### config.mk
export PLATFORM = sky130hd
export DESIGN_NAME = qc_ldpc_enc
export DESIGN_NICKNAME = d
export VERILOG_FILES = /design/src/rtl/qc_enc_pkg.sv /design/src/rtl/qc_in_store.sv /design/src/rtl/qc_gen_bank.sv /design/src/rtl/qc_mac_unit.sv /design/src/rtl/qc_out_store.sv /design/src/rtl/qc_ldpc_enc.sv
export SDC_FILE = /design/constraint.sdc
export NUM_CORES = 1
export LEC_CHECK = 0
export CAP_MARGIN = 20
export CORE_MARGIN = 3
export CORE_UTILIZATION = 29
export DETAILED_ROUTE_END_ITERATION = 12
export DONT_BUFFER_PORTS = 1
export SLEW_MARGIN = 20
export SYNTH_ARGS = -nofsm -noshare
export SYNTH_HDL_FRONTEND = slang
export SYNTH_SLANG_ARGS = --single-unit
### constraint.sdc
create_clock -name clk -period 2.9 [get_ports clk]
set_clock_uncertainty 0.05 [all_clocks]
set_input_delay 0.29 -clock clk [delete_from_list [all_inputs] [get_ports clk]]
set_output_delay 0.29 -clock clk [all_outputs]
set_load 0.05 [all_outputs]
### src/rtl/qc_enc_pkg.sv
package qc_enc_pkg;
  // First row of circulant (rate m, info block i, parity block p).
  function automatic logic [31:0] qc_gvec(input int m, input int i, input int p);
    logic [31:0] x;
    x = 32'(16 * m + 4 * i + p + 1) * 32'h9E3779B1;
    return x ^ (x >> 15);
  endfunction
endpackage

### src/rtl/qc_in_store.sv
module qc_in_store #(
  parameter int Z    = 8,
  parameter int KMAX = 4,
  parameter int NBLK = 5
) (
  input  logic                       clk,
  input  logic                       we,
  input  logic [$clog2(KMAX+1)-1:0]  wblk,
  input  logic [$clog2(Z)-1:0]       wpos,
  input  logic                       wbit,
  input  logic [$clog2(NBLK+1)-1:0]  rblk,
  output logic [Z-1:0]               rword
);
  logic [Z-1:0] bank [KMAX];

  // One small memory per information block.
  for (genvar b = 0; b < KMAX; b++) begin : g_bank
    always_ff @(posedge clk) begin
      if (we && int'(wblk) == b) bank[b][wpos] <= wbit;
    end
  end

  always_comb begin
    rword = '0;
    for (int b = 0; b < KMAX; b++)
      if (int'(rblk) == b) rword = bank[b];
  end
endmodule

### src/rtl/qc_gen_bank.sv
module qc_gen_bank #(
  parameter int Z     = 8,
  parameter int KMAX  = 4,
  parameter int NRATE = 3,
  parameter int BANK  = 0,
  localparam int NROM = NRATE * KMAX,
  localparam int RW   = $clog2(NROM)
) (
  input  logic [RW-1:0] addr,
  output logic [Z-1:0]  vec
);
  import qc_enc_pkg::*;
  logic [Z-1:0] rom [NROM];

  initial begin
    for (int a = 0; a < NROM; a++) begin
      logic [31:0] v;
      v = qc_gvec(a / KMAX, a % KMAX, BANK);
      rom[a] = v[Z-1:0];
    end
  end

  assign vec = rom[addr];
endmodule

### src/rtl/qc_mac_unit.sv
module qc_mac_unit #(
  parameter int Z = 8
) (
  input  logic         clk,
  input  logic         rst,
  input  logic         en,
  input  logic         load,
  input  logic         clr,
  input  logic         din,
  input  logic [Z-1:0] gvec,
  output logic [Z-1:0] acc
);
  logic [Z-1:0] sr;
  logic [Z-1:0] tap;
  logic [Z-1:0] term;

  always_comb begin
    tap  = load ? gvec : sr;
    term = tap & {Z{din}};
  end

  always_ff @(posedge clk) begin
    if (rst) begin
      sr  <= '0;
      acc <= '0;
    end else if (en) begin
      acc <= clr ? term : (acc ^ term);
      sr  <= {tap[Z-2:0], tap[Z-1]};
    end
  end

  // rotation keeps the row weight of the circulant
  assert_rot_weight_R4: assert property (@(posedge clk) disable iff (rst)
    (en && !load) |=> ($countones(sr) == $past($countones(sr))));
endmodule

### src/rtl/qc_out_store.sv
module qc_out_store #(
  parameter int Z    = 8,
  parameter int NBLK = 5
) (
  input  logic                       clk,
  input  logic                       rst,
  input  logic                       wr_en,
  input  logic [$clog2(NBLK+1)-1:0]  wr_blk,
  input  logic [Z-1:0]               wr_data,
  input  logic                       wr_commit,
  output logic                       wr_free,
  input  logic                       out_ready,
  output logic                       out_valid,
  output logic                       out_bit,
  output logic                       out_last
);
  localparam int DEPTH = 2 * NBLK;
  localparam int AW    = $clog2(DEPTH);
  localparam int ZW    = $clog2(Z);
  localparam int BW    = $clog2(NBLK+1);

  typedef enum logic [1:0] {R_IDLE, R_W1, R_W2, R_OUT} rd_state_t;

  logic [Z-1:0]  mem [DEPTH];
  logic [Z-1:0]  rd_data;
  logic [AW-1:0] rd_addr;
  logic [AW-1:0] wr_addr;
  logic [1:0]    full;
  logic          wr_half, rd_half;
  rd_state_t     rstate;
  logic [Z-1:0]  sh;
  logic [ZW-1:0] ccnt;
  logic [BW-1:0] bcnt;
  logic          rd_done;

  assign wr_addr = AW'(int'(wr_half) * NBLK + int'(wr_blk));
  assign wr_free = !full[wr_half];

  always_ff @(posedge clk) begin
    if (wr_en) mem[wr_addr] <= wr_data;
    rd_data <= mem[rd_addr];
  end

  assign rd_done = (rstate == R_OUT) && out_ready && (int'(ccnt) == Z - 1)
                   && (int'(bcnt) == NBLK - 1);

  always_ff @(posedge clk) begin
    if (rst) begin
      full    <= '0;
      wr_half <= 1'b0;
    end else begin
      if (wr_commit) begin
        full[wr_half] <= 1'b1;
        wr_half       <= ~wr_half;
      end
      if (rd_done) full[rd_half] <= 1'b0;
    end
  end

  always_ff @(posedge clk) begin
    if (rst) begin
      rstate  <= R_IDLE;
      rd_half <= 1'b0;
      rd_addr <= '0;
      sh      <= '0;
      ccnt    <= '0;
      bcnt    <= '0;
    end else begin
      case (rstate)
        R_IDLE: if (full[rd_half]) begin
          rd_addr <= AW'(int'(rd_half) * NBLK);
          rstate  <= R_W1;
        end
        R_W1: rstate <= R_W2;
        R_W2: begin
          sh      <= rd_data;
          rd_addr <= rd_addr + 1'b1;
          ccnt    <= '0;
          bcnt    <= '0;
          rstate  <= R_OUT;
        end
        default: if (out_ready) begin
          if (int'(ccnt) == Z - 1) begin
            ccnt <= '0;
            if (int'(bcnt) == NBLK - 1) begin
              rd_half <= ~rd_half;
              rstate  <= R_IDLE;
            end else begin
              sh   <= rd_data;
              bcnt <= bcnt + 1'b1;
              if (int'(bcnt) < NBLK - 2) rd_addr <= rd_addr + 1'b1;
            end
          end else begin
            sh   <= sh >> 1;
            ccnt <= ccnt + 1'b1;
          end
        end
      endcase
    end
  end

  assign out_valid = (rstate == R_OUT);
  assign out_bit   = sh[0];
  assign out_last  = out_valid && (int'(ccnt) == Z - 1) && (int'(bcnt) == NBLK - 1);

  // the writer never lands in a half that still holds a codeword
  assert_no_overwrite_R6: assert property (@(posedge clk) disable iff (rst)
    wr_en |-> !full[wr_half]);

  // stalled output holds its bit and marker
  assert_hold_stall_R7: assert property (@(posedge clk) disable iff (rst)
    (out_valid && !out_ready) |=> (out_valid && $stable(out_bit) && $stable(out_last)));
endmodule

### src/rtl/qc_ldpc_enc.sv
module qc_ldpc_enc #(
  parameter int Z    = 8,
  parameter int NBLK = 5,
  parameter int KR0  = 2,
  parameter int KR1  = 3,
  parameter int KR2  = 4
) (
  input  logic       clk,
  input  logic       rst,
  input  logic [1:0] rate_sel,
  input  logic       in_valid,
  input  logic       in_bit,
  output logic       in_ready,
  output logic       out_valid,
  output logic       out_bit,
  output logic       out_last,
  input  logic       out_ready
);
  localparam int KMAX  = KR2;
  localparam int NPU   = NBLK - KR0;
  localparam int NRATE = 3;
  localparam int RW    = $clog2(NRATE * KMAX);
  localparam int ZW    = $clog2(Z);
  localparam int KW    = $clog2(KMAX + 1);
  localparam int BW    = $clog2(NBLK + 1);

  typedef enum logic {S_ENC, S_COPY} enc_state_t;

  function automatic logic [KW-1:0] kval(input logic [1:0] m);
    case (m)
      2'd0:    return KW'(KR0);
      2'd1:    return KW'(KR1);
      default: return KW'(KR2);
    endcase
  endfunction

  enc_state_t    state;
  logic [ZW-1:0] pos_cnt;
  logic [KW-1:0] blk_cnt;
  logic [1:0]    cur_m;
  logic [BW-1:0] cp_cnt;
  logic [15:0]   tally;

  logic          first, accept, last_bit;
  logic [1:0]    m_sel, m_eff;
  logic [KW-1:0] k_eff;
  logic [RW-1:0] rom_addr;
  logic          wr_en, wr_commit, wr_free;
  logic [Z-1:0]  in_word, cw_word;
  logic [Z-1:0]  acc     [NPU];
  logic [Z-1:0]  rom_vec [NPU];

  assign first    = (pos_cnt == '0) && (blk_cnt == '0);
  assign m_sel    = (rate_sel == 2'd3) ? 2'd0 : rate_sel;
  assign m_eff    = first ? m_sel : cur_m;
  assign k_eff    = kval(m_eff);
  assign in_ready = (state == S_ENC) && wr_free;
  assign accept   = in_valid && in_ready;
  assign last_bit = (int'(pos_cnt) == Z - 1) && (int'(blk_cnt) == int'(k_eff) - 1);
  assign rom_addr = RW'(int'(m_eff) * KMAX + int'(blk_cnt));
  assign wr_en    = (state == S_COPY);
  assign wr_commit = wr_en && (int'(cp_cnt) == NBLK - 1);

  always_ff @(posedge clk) begin
    if (rst) begin
      state   <= S_ENC;
      pos_cnt <= '0;
      blk_cnt <= '0;
      cur_m   <= '0;
      cp_cnt  <= '0;
    end else if (state == S_ENC) begin
      if (accept) begin
        if (first) cur_m <= m_sel;
        if (int'(pos_cnt) == Z - 1) begin
          pos_cnt <= '0;
          if (last_bit) begin
            blk_cnt <= '0;
            cp_cnt  <= '0;
            state   <= S_COPY;
          end else begin
            blk_cnt <= blk_cnt + 1'b1;
          end
        end else begin
          pos_cnt <= pos_cnt + 1'b1;
        end
      end
    end else begin
      cp_cnt <= cp_cnt + 1'b1;
      if (wr_commit) state <= S_ENC;
    end
  end

  qc_in_store #(.Z(Z), .KMAX(KMAX), .NBLK(NBLK)) u_in (
    .clk(clk), .we(accept), .wblk(blk_cnt), .wpos(pos_cnt), .wbit(in_bit),
    .rblk(cp_cnt), .rword(in_word));

  for (genvar p = 0; p < NPU; p++) begin : g_unit
    qc_gen_bank #(.Z(Z), .KMAX(KMAX), .NRATE(NRATE), .BANK(p)) u_gen (
      .addr(rom_addr), .vec(rom_vec[p]));
    qc_mac_unit #(.Z(Z)) u_mac (
      .clk(clk), .rst(rst), .en(accept), .load(pos_cnt == '0), .clr(first),
      .din(in_bit), .gvec(rom_vec[p]), .acc(acc[p]));
  end

  always_comb begin
    int kc;
    kc      = int'(kval(cur_m));
    cw_word = '0;
    if (int'(cp_cnt) < kc) cw_word = in_word;
    else
      for (int p = 0; p < NPU; p++)
        if (int'(cp_cnt) == kc + p) cw_word = acc[p];
  end

  qc_out_store #(.Z(Z), .NBLK(NBLK)) u_out (
    .clk(clk), .rst(rst), .wr_en(wr_en), .wr_blk(cp_cnt), .wr_data(cw_word),
    .wr_commit(wr_commit), .wr_free(wr_free), .out_ready(out_ready),
    .out_valid(out_valid), .out_bit(out_bit), .out_last(out_last));

  // Checker counter: bits accepted since the last commit
  always_ff @(posedge clk) begin
    if (rst || wr_commit) tally <= '0;
    else if (accept)      tally <= tally + 1'b1;
  end

  // each committed codeword consumed exactly k*Z information bits
  assert_commit_len_R2: assert property (@(posedge clk) disable iff (rst)
    wr_commit |-> (int'(tally) == int'(kval(cur_m)) * Z));
endmodule

# Yosys cells after proc, flatten, opt, wreduce, memory -nomap -nowiden
# Memories as Yosys holds them, arrays and structs flattened. A register that Yosys moved wholly into a read port is not among the register bits.
# Index checks and enable logic that the tools add are counted.
[totals]
regBits = 84
mem_bits_rw = 112
romBits = 216
input_bits = 7
out_inout_bits = 4
mem_count = 5
[classes]
n_addsub = 11
n_mul = 2
magnitude_cmp = 8
n_eq_ne = 24
muxes = 83
bitwise = 15
n_reduce_logical = 50
[mem_list]
columns = ["memory", "words", "word_bits", "read_ports", "rd_clocked_by_memory_dff", "write_ports", "line", "source"]
rows = [
  ["g_unit[2].u_gen.rom", 12, 8, 1, 0, 0, "qc_gen_bank.sv:13", "logic [Z-1:0] rom [NROM];"],
  ["u_out.mem", 10, 8, 1, 1, 1, "qc_out_store.sv:24", "logic [Z-1:0] mem [DEPTH];"],
  ["g_unit[1].u_gen.rom", 12, 6, 1, 0, 0, "qc_gen_bank.sv:13", ""],
  ["g_unit[0].u_gen.rom", 12, 4, 1, 0, 0, "qc_gen_bank.sv:13", ""],
  ["u_in.bank", 4, 8, 4, 0, 1, "qc_in_store.sv:14", "logic [Z-1:0] bank [KMAX];"],
]
[ops]
columns = ["operator", "n"]
rows = [
  ["8-bit 2-to-1 mux", 27],
  ["3-bit 2-to-1 mux", 11],
  ["8-bit AND", 3],
  ["2-bit 2-to-1 mux", 12],
  ["3-bit case mux with 2 select lines", 4],
  ["8-bit OR reduction", 3],
  ["8-bit bitwise XOR", 3],
  ["4-bit 2-to-1 mux", 5],
  ["3-bit equality test (second input constant)", 6],
  ["1-bit 2-to-1 mux", 18],
  ["1-bit logical AND", 17],
  ["8-bit case mux with 2 select lines", 1],
  ["3-bit by 1-bit adder with 3-bit output (second input constant)", 5],
  ["3-bit zero test", 4],
  ["4-bit case mux with 3 select lines", 1],
  ["4-bit AND reduction", 3],
  ["4-bit nonzero test", 3],
  ["2-bit nonzero test", 5],
  ["3-bit AND reduction", 3],
  ["3-bit nonzero test", 3],
  ["3-bit by 4-bit equality test with 1-bit output", 2],
  ["1-bit by 3-bit multiplier with 4-bit output (second input constant)", 2],
  ["2-bit by 1-bit equality test with 1-bit output (second input constant)", 3],
  ["2-bit equality test (second input constant)", 3],
  ["32 further kinds", 46],
]

# Longest topological paths before layout
# Gate-level depths: netlist of the first run.
[logic_depth]
ltp_word = 12
mapped_depth = 13

# Hierarchy
# From an unflattened synthesis of the first run, not the netlist that was laid out.
[hier_totals]
cells_unflattened = 838
area_unflattened_um2 = 9801.9
[by_module_without_submodules]
columns = ["mod", "instances", "cells_each", "area_per_inst_um2", "seq_area_each_um2"]
rows = [
  ["qc_out_store", 1, 317, 4662.0, 3042.9],
  ["qc_mac_unit", 3, 73, 725.7, 320.3],
  ["qc_in_store", 1, 109, 1440.1, 960.9],
  ["qc_ldpc_enc", 1, 160, 1327.5, 240.2],
  ["qc_gen_bank at g_unit[0].u_gen", 1, 12, 68.8, 0.0],
  ["qc_gen_bank at g_unit[1].u_gen", 1, 11, 66.3, 0.0],
  ["qc_gen_bank at g_unit[2].u_gen", 1, 10, 60.1, 0.0],
]

# Worst setup path before layout of the first run
# Ideal clock, no wire load.
[synth_timing]
kind = "reg2reg"
start = "register blk_cnt[1]"
end = "register g_unit[0].u_mac.acc[0]"
setup_ns = 0.123
t_arrival_ns = 2.869
setup_slack_ns = -0.143
stages_incl_launch_ff = 14
n_path_buf = 2
period_less_slack_ns = 3.043
path_cell_list = "dfxtp_1 buf_2 inv_1 ha_1 and4bb_1 buf_6 mux2_4 ha_1 nand2b_1 a21oi_2 nand3b_4 mux2i_2 a22oi_1 mux2_1"
[synth_via]
elab_chain_len = 9
[synth_rtl]
columns = ["element", "line", "source"]
rows = [
  ["from (decl)", "qc_ldpc_enc.sv:39", "logic [KW-1:0] blk_cnt;"],
  ["from (signal assigned)", "qc_ldpc_enc.sv:81", "blk_cnt <= blk_cnt + 1'b1;"],
  ["3-bit zero test (*)", "qc_ldpc_enc.sv:53", "assign first = (pos_cnt == '0) && (blk_cnt == '0);"],
  ["1-bit logical AND (*)", "qc_ldpc_enc.sv:53", ""],
  ["2-bit 2-to-1 mux (*)", "-", ""],
  ["via m_eff[0]", "qc_ldpc_enc.sv:45", "logic [1:0] m_sel, m_eff;"],
  ["4-bit by 3-bit adder with 4-bit output (*)", "qc_ldpc_enc.sv:60", "assign rom_addr = RW'(int'(m_eff) * KMAX + int'(blk_cnt));"],
  ["memory 12 x 4 bit (*)", "-", ""],
  ["8-bit 2-to-1 mux (*)", "qc_mac_unit.sv:18", "tap = load ? gvec : sr;"],
  ["8-bit AND (*)", "qc_mac_unit.sv:19", "term = tap & {Z{din}};"],
  ["8-bit bitwise XOR", "qc_mac_unit.sv:27", "acc <= clr ? term : (acc ^ term);"],
  ["8-bit 2-to-1 mux (*)", "qc_mac_unit.sv:27", ""],
  ["to (signal assigned)", "qc_mac_unit.sv:27", ""],
  ["to (decl)", "qc_mac_unit.sv:11", "output logic [Z-1:0] acc"],
]
# The timed path passes the listed nets; every way through them passes the cells marked *.
# A chain may end at the register's enable or synchronous reset.

# Final worst setup path of the first run
[layout_timing]
start = "register pos_cnt[0]"
end = "register g_unit[1].u_mac.acc[0]"
[layout_via]
elab_chain_len = 9
[layout_rtl]
columns = ["element", "line", "source"]
rows = [
  ["from (decl)", "qc_ldpc_enc.sv:38", "logic [ZW-1:0] pos_cnt;"],
  ["from (signal assigned)", "qc_ldpc_enc.sv:84", "pos_cnt <= pos_cnt + 1'b1;"],
  ["3-bit zero test (*)", "qc_ldpc_enc.sv:53", ""],
  ["1-bit logical AND (*)", "qc_ldpc_enc.sv:53", ""],
  ["2-bit 2-to-1 mux (*)", "-", ""],
  ["via m_eff[0]", "qc_ldpc_enc.sv:45", ""],
  ["4-bit by 3-bit adder with 4-bit output (*)", "qc_ldpc_enc.sv:60", ""],
  ["memory 12 x 6 bit (*)", "-", ""],
  ["8-bit 2-to-1 mux (*)", "qc_mac_unit.sv:18", ""],
  ["8-bit AND (*)", "qc_mac_unit.sv:19", ""],
  ["8-bit bitwise XOR", "qc_mac_unit.sv:27", ""],
  ["8-bit 2-to-1 mux (*)", "qc_mac_unit.sv:27", ""],
  ["to (signal assigned)", "qc_mac_unit.sv:27", ""],
  ["to (decl)", "qc_mac_unit.sv:11", ""],
]
# Marked as above.

==> impl_metrics.yaml, run 1 <==
outcome:
  status: "finished clean"
global_route:
  grt_max_degree: 80
  grt_overflow: 0
  grt_pass1_vias: 6236
  antenna_found_initial: 0
  grt.total_usage_pct: 12.0
  grt_first_pass_wirelength_um: 33900
synth:
  synth_area_mm2: 0.00942
  syn_nets: 899
  yosys_warnings: 0
  ys_types: 67
  synth_edf_count: 112
  yosysTopAreaCellShare_pct: 35.7
  postSynth.asyncResetShare_pct: 0
  seq_area_frac_synth_pct: 55.3
  yosysTopAreaCell: "edfxtp_1"
  synth_cells: 861
  synth_seq_cells: 204
  avgSynthCellArea_um2: 10.9
  ys.flop_type: "edfxtp_1"
  synth.area.top_cells: "edfxtp_1 (36%), dfxtp_1 (20%), nor2_1 (5.3%), ha_1 (4.1%), mux4_2 (4.1%)"
final_layout:
  mostFrequentLayoutCells: "nor2_1 (132), edfxtp_1 (112), dfxtp_1 (90)"
  drive_gt1_share_pct: 13.8
  layout.nets: 918
  design_area_mm2: 0.0108
  area_growth_pct: 14.9
  n_antenna_cell: 0
  final_common_cell: "nor2_1"
  final_core_utilization_pct: 34.0
clock_tree:
  htree_levels: 1
  post-cts-setup-buffers: 0
  cts_inserted_buffers: 23
  cts_sinks: 204
  cts_tree: "done"
  clk_latency_ns: 0.50
  clockBufferDepth: 3
  clkTransAtPathRegs_ns: 0.06
  cts-root-buf: "clkbuf_16"
worst_setup_path:
  cp_num_buf_inv: 1
  r2r_slack_ns: 0.12
  crit_chain: "inv_1 > ha_1 > and4bb_1 > mux2_4 > ha_4 > nand2b_1 > a21oi_2 > nand3b_4 > mux2i_4 > a22oi_1 > mux2_1"
  cpPeakStageDelay_ns: 0.35
  crit_family: "multiplexers"
  crit_slowest_cell: "mux2_4"
  arrival_ns: 3.12
  required_ns: 3.23
  reg2reg_depth: 11
  rr_startpoint: "pos_cnt[0]"
  path_max_fanout: 6
  r2r-end: "g_unit[1].u_mac.acc[0]"
  worstSetupPathType: "reg2reg"
  start_kind: "flip-flop"
  cp-end-kind: "flip-flop"
place:
  dp_hpwl_um: 13600
  place_area_mm2: 0.0101
  portBuffers: 0
  place_congestion: 0.787
floorplanning:
  dieWidth_um: 186
  rows: 65
  die_h_um: 186
  core_area_mm2: 0.0318
  boundaryPins: 11
  start_util_pct: 29.6
  die-area_mm2: 0.0347
sta:
  tns_ns: 0
  slew_violations: 0
  tightest_slew_ns: 0.984
  period_minus_slack_ns: 2.78
  timing.fmax_mhz: 359
  hold_viol: 0
  slew_headroom_pct: 34.2
  period_share_pct: 96.0
  setup_viol: 0
  whs_ns: 0.0234
  rsz0062_at_grt: "no"
route:
  wl_per_cell_um: 15.5
  drt_iter0_markers: 511
  num_vias: 6526
  antenna_left: 0
  vias_per_cell: 4.90
  drt_drc_violations_left: 0
  drt-pass1-iter-count: 7
  finalWirelength_um: 20700
power:
  ir_drop_mv: 0.298
  powerDensity_mw_per_mm2: 594
  p_leak_nw: 3.67
worst_hold_path:
  hp-start: "rst"
  hold_path.class: "in2reg"
  hold_path_depth: 2
  hold_end: "cp_cnt[2]"
flow_run:
  cap_violations: 0
==> power breakdown <==
group / switching, W / total [W] / internal (W)
combinational: 0.000354 / 0.000557 / 0.000202
sequential: 0.0000715 / 0.00320 / 0.00313
clock: 0.00113 / 0.00268 / 0.00154
==> through the flow <==
stage / power, W / setup WS (ns) / instances
final: 0.00643 / 0.115 / 1331
after global routing: 0.00671 / 0.00346 / 1331
after CTS: 0.00651 / 0.0694 / 1331
after detailed placement: 0.00378 / 0.113 / 1286
after global placement: 0.00377 / 0.166 / 1286
after floorplan: 0.00366 / 0.0265 / 861
==> logic make-up after synthesis <==
logic type | count (synthesis) | share of synthesized area (%)
AOI/OAI and AO/OA | 196 | 14.3
xor gates and xnor gates | 17 | 1.66
adders and majority gates | 31 | 4.12
buffers and inverters | 73 | 3.35
DFF | 204 | 55.3
muxes | 39 | 6.66
and+or+nand+nor | 301 | 14.7
==> layout make-up <==
cell class              instances  area (um^2)
clock buffers                  28          594
clock inverters                13         88.8
fillers                      3137        21000
inverters                      17         63.8
multi-input cells             584         3930
flip-flops and latches        204         5210
well taps                     435          544
repair buffers                 50          403
==> worst max-delay path by stage <==
stage | startpoint | end | slack (ns) | cells past startpoint
2_1_floorplan | blk_cnt[1] | g_unit[0].u_mac.acc[0] | 0.03 | 13
3_3_place_gp | pos_cnt[0] | g_unit[2].u_mac.acc[0] | 0.17 | 11
3_5_place_dp | blk_cnt[0] | g_unit[1].u_mac.acc[0] | 0.11 | 11
4_1_cts | blk_cnt[0] | g_unit[1].u_mac.acc[0] | 0.07 | 11
5_1_grt | pos_cnt[0] | g_unit[1].u_mac.acc[0] | 0.003 | 11
6_report | pos_cnt[0] | g_unit[1].u_mac.acc[0] | 0.12 | 11
==> layer usage <==
layer / up-vias / share of wire [%] / track usage (%)
met2: 154 / 45 / 19.1
met3: 39 / 5.1 / 2.08
met5: - / 0 / 0
li1: 3196 / - / -
met4: 0 / 3.0 / 4.05
met1: 3137 / 46 / 16.7
==> synthesized netlist by cell type, types with 17 or more instances <==
cell type  number
nand2_1        79
a21oi_1        61
nor2_1        132
ha_1           31
clkbuf_1       32
dfxtp_1        92
a211oi_1       24
o21ai_0        27
a311oi_1       19
mux4_2         17
buf_2          18
edfxtp_1      112
==> flip-flops by register name, summed over array words and instances, names as in the netlist <==
name and flops:
blk_cnt 3, cp_cnt 3, cur_m 2, g_unit.u_mac.acc 24, g_unit.u_mac.sr 24, pos_cnt 3
state 1, u_in.bank 32, u_out.bcnt 3, u_out.ccnt 3, u_out.full 2, u_out.mem 80
u_out.rd_addr 4, u_out.rd_data 8, u_out.rd_half 1, u_out.rstate 2, u_out.sh 8, u_out.wr_half 1
==> timing repair <==
action / 4_1_cts / 5_1_grt
endpoints found under the setup margin: 0 / 1
endpoints found under the hold margin: 107 / 0
hold buffers: 4 / 0
resized for setup: 0 / 2
No activity file was read; power rests on OpenSTA's default activity.
==> run 2: changes to the inputs <==
- GPL_ROUTABILITY_DRIVEN: default -> 0
- TNS_END_PERCENT: default -> 30
- clock period: 2.9 -> 3.2 ns (I/O delays scaled with it)
==> run 2 against run 1 <==
  * Combinational power down 11%
  * Die area unchanged
  * Register-to-register slack gained 0.08 ns
  * Hold slack worse by 0.00052 ns
  * Flip-flop and latch count stayed put
  * Non-clock buffer count is 14 lower
  * Cell area is 0.38% lower
  * Clock power down 3%
  * Power is 6.9% lower
  * Critical path type unchanged
  * Largest power group unchanged
  * Highest routed layer unchanged
==> impl_metrics.yaml, run 2 (synthesis results as in run 1) <==
floorplanning:
  start_util_pct: 29.6
  die_h_um: 186
  dieWidth_um: 186
  rows: 65
  core_area_mm2: 0.0318
  die-area_mm2: 0.0347
  boundaryPins: 11
power:
  p_int_w: 0.00455
  p_leak_nw: 3.65
  pwr-share-comb_pct: 8.2
  p_switching_w: 0.00144
  swShare_pct: 24.0
  powerDensity_mw_per_mm2: 555
  power.sequential.fraction_pct: 48.5
  power_frac_clock_pct: 43.3
  ir_drop_mv: 0.342
global_route:
  grt_pass1_vias: 6281
  grt_max_degree: 80
  grt.total_usage_pct: 11.9
  antenna_found_initial: 1
  grt_overflow: 0
  grt_first_pass_wirelength_um: 33600
worst_setup_path:
  required_ns: 3.54
  crit_slowest_cell: "dfxtp_2"
  crit_chain: "inv_1 > ha_1 > and4bb_1 > mux2_4 > ha_1 > nand2b_1 > a21oi_2 > nand3b_4 > mux2i_4 > a22oi_1 > mux2_1"
  path_max_fanout: 7
  worstSetupPathType: "reg2reg"
  cpPeakStageDelay_ns: 0.38
  start_kind: "flip-flop"
  path_common_cell: "ha_1"
  arrival_ns: 3.34
  cp-end-kind: "flip-flop"
clock_tree:
  cts_inserted_buffers: 24
  clk_latency_ns: 0.51
  cts-root-buf: "clkbuf_16"
  cts_sinks: 204
  clockBufferDepth: 3
  clkTransAtPathRegs_ns: 0.06
  post-cts-setup-buffers: 0
  cts_tree: "done"
  htree_levels: 1
route:
  num_vias: 6365
  drt_iter0_markers: 331
  wl_per_cell_um: 15.3
  finalWirelength_um: 20100
  vias_per_cell: 4.82
  antenna_left: 0
  drt-pass1-iter-count: 7
  drt_drc_violations_left: 0
final_layout:
  mostFrequentLayoutCells: "nor2_1 (132), edfxtp_1 (112), dfxtp_1 (90)"
  layout.nets: 905
  n_antenna_cell: 0
  reg_top3: "u_out.mem: 80 flops, u_in.bank: 32 flops"
  largest_reg_flops: 80
  drive_gt1_share_pct: 13.0
  final_common_cell: "nor2_1"
  largest_register: "u_out.mem"
  area_growth_pct: 14.5
  design_area_mm2: 0.0108
sta:
  setup_viol: 0
  tightest_slew_ns: 0.973
  period_minus_slack_ns: 3.00
  tns_ns: 0
  slew_violations: 0
  timing.fmax_mhz: 333
  rsz0062_at_grt: "no"
  period_share_pct: 93.8
  hold_viol: 0
  slew_headroom_pct: 34.9
worst_hold_path:
  hold_path.class: "in2reg"
flow_run:
  cap_violations: 0
place:
  portBuffers: 0
  place_area_mm2: 0.00996
  dp_hpwl_um: 13300
outcome:
  status: "finished clean"
[run 2: power by group through the flow]
stage	Sequential (W)	Combinational (W)	Clock, W
after CTS	0.00290	0.000494	0.00267
after global placement	0.00296	0.000452	0
after floorplan	0.00294	0.000382	0
after global routing	0.00291	0.000558	0.00279
final	0.00290	0.000493	0.00259
after detailed placement	0.00296	0.000462	0
[run 2: per-stage QoR]
stage	utilization [%]	power [W]	std cells	hold slack [ns]	setup slack (ns)
3_5_place_dp	31.3	0.00342	1272	0.357	0.0980
3_3_place_gp	31.3	0.00341	1272	0.355	0.207
4_1_cts	33.9	0.00607	1320	0.00407	0.0568
6_report	33.9	0.00599	1320	0.0229	0.198
2_1_floorplan	-	0.00332	861	0.369	0.157
5_1_grt	33.9	0.00626	1320	0.0117	0.0628
[run 2: area by class of cell]
class / instances / area, um^2
Multi-Input combinational cell: 584 / 3910
Timing Repair Buffer: 36 / 298
Inverter: 17 / 63.8
Tap cell: 435 / 544
Clock buffer: 31 / 657
Clock inverter: 13 / 105
Fill cell: 3166 / 21000
Sequential cell: 204 / 5210
[run 2: critical path, delay by kind of cell, from the launching register on]
kind                     cells  cell delay, ns
AO/OA/AOI/OAI                2            0.27
buffers and inverters        1            0.10
multiplexers                 3            0.96
adder cells (fa/ha/maj)      2            0.52
AND/OR/NAND/NOR              3            0.60
flip-flops                   1            0.38
[run 2: path summary, 6_finish.rpt]
check / cells after the start / slack [ns] / to / from
setup / recovery: 11 / 0.20 / g_unit[1].u_mac.acc[0] / pos_cnt[0]
hold / removal: 2 / 0.02 / g_unit[1].u_mac.acc[0] / rst
setup reg to reg: 11 / 0.20 / g_unit[1].u_mac.acc[0] / pos_cnt[0]
hold reg to reg: 2 / 0.41 / g_unit[0].u_mac.sr[6] / g_unit[0].u_mac.sr[6]
[run 2: per-layer routing]
layer	vias up	track usage, %	wire (um)
li1	3187	-	-
met1	3017	16.2	9330
met2	120	19.0	9260
met3	41	2.08	941
met4	0	4.35	621
met5	-	0	0
[run 2: repair_timing]
action / 4_1_cts / 5_1_grt
hold buffers: 4 / 0
hold endpoints to repair: 107 / 0
resized for setup: 0 / 2
setup endpoints to repair: 0 / 6
==> run 3: changes to the inputs <==
--- a/config.mk
+++ b/config.mk
@@ -12,4 +12,5 @@
 export DONT_BUFFER_PORTS = 1
 export GPL_ROUTABILITY_DRIVEN = 0
+export PLACE_DENSITY = 0.51
 export SLEW_MARGIN = 20
 export SYNTH_ARGS = -nofsm -noshare
==> constraint.sdc (replaced) <==
create_clock -name clk -period 3.2 [get_ports clk]
set_clock_uncertainty 0.05 [all_clocks]
set_input_delay 0.96 -clock clk [delete_from_list [all_inputs] [get_ports clk]]
set_output_delay 0.96 -clock clk [all_outputs]
set_load 0.05 [all_outputs]
==> run 3 against run 2 <==
  * Flip-flop and latch count unchanged
  * Power is 2.2% lower
  * Utilization is 0.15 points lower
  * Sequential share of layout area grew 0.20 points
  * Maximum frequency grew 1.6%
  * Critical path type is now reg2out
  * Clock power shrank 4%
  * Cell area is 0.44% lower
  * Sequential power is essentially flat
==> impl_metrics.yaml, run 3 (synthesis results as in run 1) <==
clock_tree:
  cts_tree: "done"
  htree_levels: 1
  cts-root-buf: "clkbuf_16"
  cts_inserted_buffers: 23
  clk_latency_ns: 0.50
  cts_sinks: 204
  cts_resized: 0
  cts_hold_buffers: 0
  clockBufferDepth: 3
  post-cts-setup-buffers: 0
  clkTransAtPathRegs_ns: 0.06
route:
  drt-pass1-iter-count: 5
  wl_per_cell_um: 15.9
  finalWirelength_um: 21000
  vias_per_cell: 4.83
  drt_drc_violations_left: 0
  antenna_left: 0
  drt_iter0_markers: 411
  num_vias: 6385
sta:
  setup_viol: 0
  tns_ns: 0
  timing.fmax_mhz: 338
  whs_ns: 0.412
  rsz0062_at_grt: "no"
  hold_viol: 0
  slew_violations: 0
  slew_headroom_pct: 39.4
  tightest_slew_ns: 0.895
  period_share_pct: 92.4
  period_minus_slack_ns: 2.96
global_route:
  grt_overflow: 0
  antenna_found_initial: 0
  grt_pass1_vias: 6032
  grt.total_usage_pct: 12.2
  grt_first_pass_wirelength_um: 34100
  grt_max_degree: 86
power:
  ir_drop_mv: 0.315
  powerDensity_mw_per_mm2: 546
  p_leak_nw: 3.64
worst_setup_path:
  required_ns: 2.19
  arrival_ns: 1.95
  crit_slowest_cell: "and2_1"
  crit_chain: "ha_1 > ha_1 > inv_1 > nor2_1 > and2_1"
  r2r_slack_ns: 0.31
  crit_family: "simple AND/OR/NAND/NOR gates"
  start_kind: "flip-flop"
  cpPeakStageDelay_ns: 0.49
  cp.depth: 5
  cp_num_buf_inv: 1
  path_max_fanout: 3
  reg2reg_depth: 11
  cp-end-kind: "primary output"
  path_common_cell: "ha_1"
  worstSetupPathType: "reg2out"
final_layout:
  area_growth_pct: 14.0
  reg_top3: "u_out.mem: 80 flops, u_in.bank: 32 flops"
  final_core_utilization_pct: 33.8
  mostFrequentLayoutCells: "nor2_1 (132), edfxtp_1 (112), dfxtp_1 (91)"
  layout.nets: 908
  largest_register: "u_out.mem"
  largest_reg_flops: 80
  drive_gt1_share_pct: 13.2
  n_antenna_cell: 0
  final_common_cell: "nor2_1"
  fill_cells: 3210
floorplanning:
  start_util_pct: 29.6
  die_h_um: 186
  dieWidth_um: 186
  die-area_mm2: 0.0347
  rows: 65
  core_area_mm2: 0.0318
  boundaryPins: 11
outcome:
  status: "finished clean"
worst_hold_path:
  hold_path.class: "reg2reg"
  hold_path_depth: 2
place:
  dp_hpwl_um: 14100
  portBuffers: 0
flow_run:
  cap_violations: 0
## run 3: cell count changes in the layout (fill, tap and decap cells not counted), sizes merged, moves of 2 or more
cell         change
clkinv           -8
buf              +7
clkbuf           +7
dlygate4sd3      -3
inv              -2
## run 3: layer usage
layer  part of all wire (%)  global-route usage, %
met1                     49                   17.1
met2                     46                   19.8
met3                    3.7                   2.14
met4                    2.0                   2.83
met5                      0                      0
## run 3: worst reg2reg max path, cell delays in order, from the launching register on
cell,delay [ns]
dfxtp_1,0.31
inv_1,0.12
ha_1,0.22
and4bb_1,0.26
mux2_4,0.34
ha_1,0.25
nand2b_1,0.18
a21oi_2,0.14
nand3b_4,0.16
mux2i_2,0.31
a22oi_1,0.12
mux2_1,0.32
## run 3: path summary, 6_finish.rpt
kind	start	end
hold / removal	g_unit[0].u_mac.sr[6]	g_unit[0].u_mac.sr[6]
hold reg to reg	g_unit[0].u_mac.sr[6]	g_unit[0].u_mac.sr[6]
setup / recovery	u_out.ccnt[0]	out_last
setup reg to reg	pos_cnt[0]	g_unit[1].u_mac.acc[0]
## run 3: layout make-up
class	instances	area, um^2	share of cell area (%)
well taps	435	544	5.07
multi-input cells	584	3900	36.3
clock buffers	38	693	6.46
inverters	17	63.8	0.594
clock inverters	3	16.3	0.151
repair buffers	40	313	2.91
flip-flops and latches	204	5210	48.5
## run 3: per-stage QoR
step	cells	worst slack, ns	cell area (um^2)	total power (W)
after detailed placement	1280	0.162	10000	0.00343
after floorplan	861	0.157	9420	0.00332
after CTS	1321	0.180	10700	0.00594
after global placement	1280	0.201	10000	0.00343
after global routing	1321	0.0747	10700	0.00612
final	1321	0.243	10700	0.00586
## run 3: report_power, final
group / internal [W] / switching (W) / total [W]
Sequential: 0.00284 / 0.0000644 / 0.00290
Clock: 0.00147 / 0.00101 / 0.00248
Combinational: 0.000178 / 0.000297 / 0.000475
Total: 0.00448 / 0.00138 / 0.00586
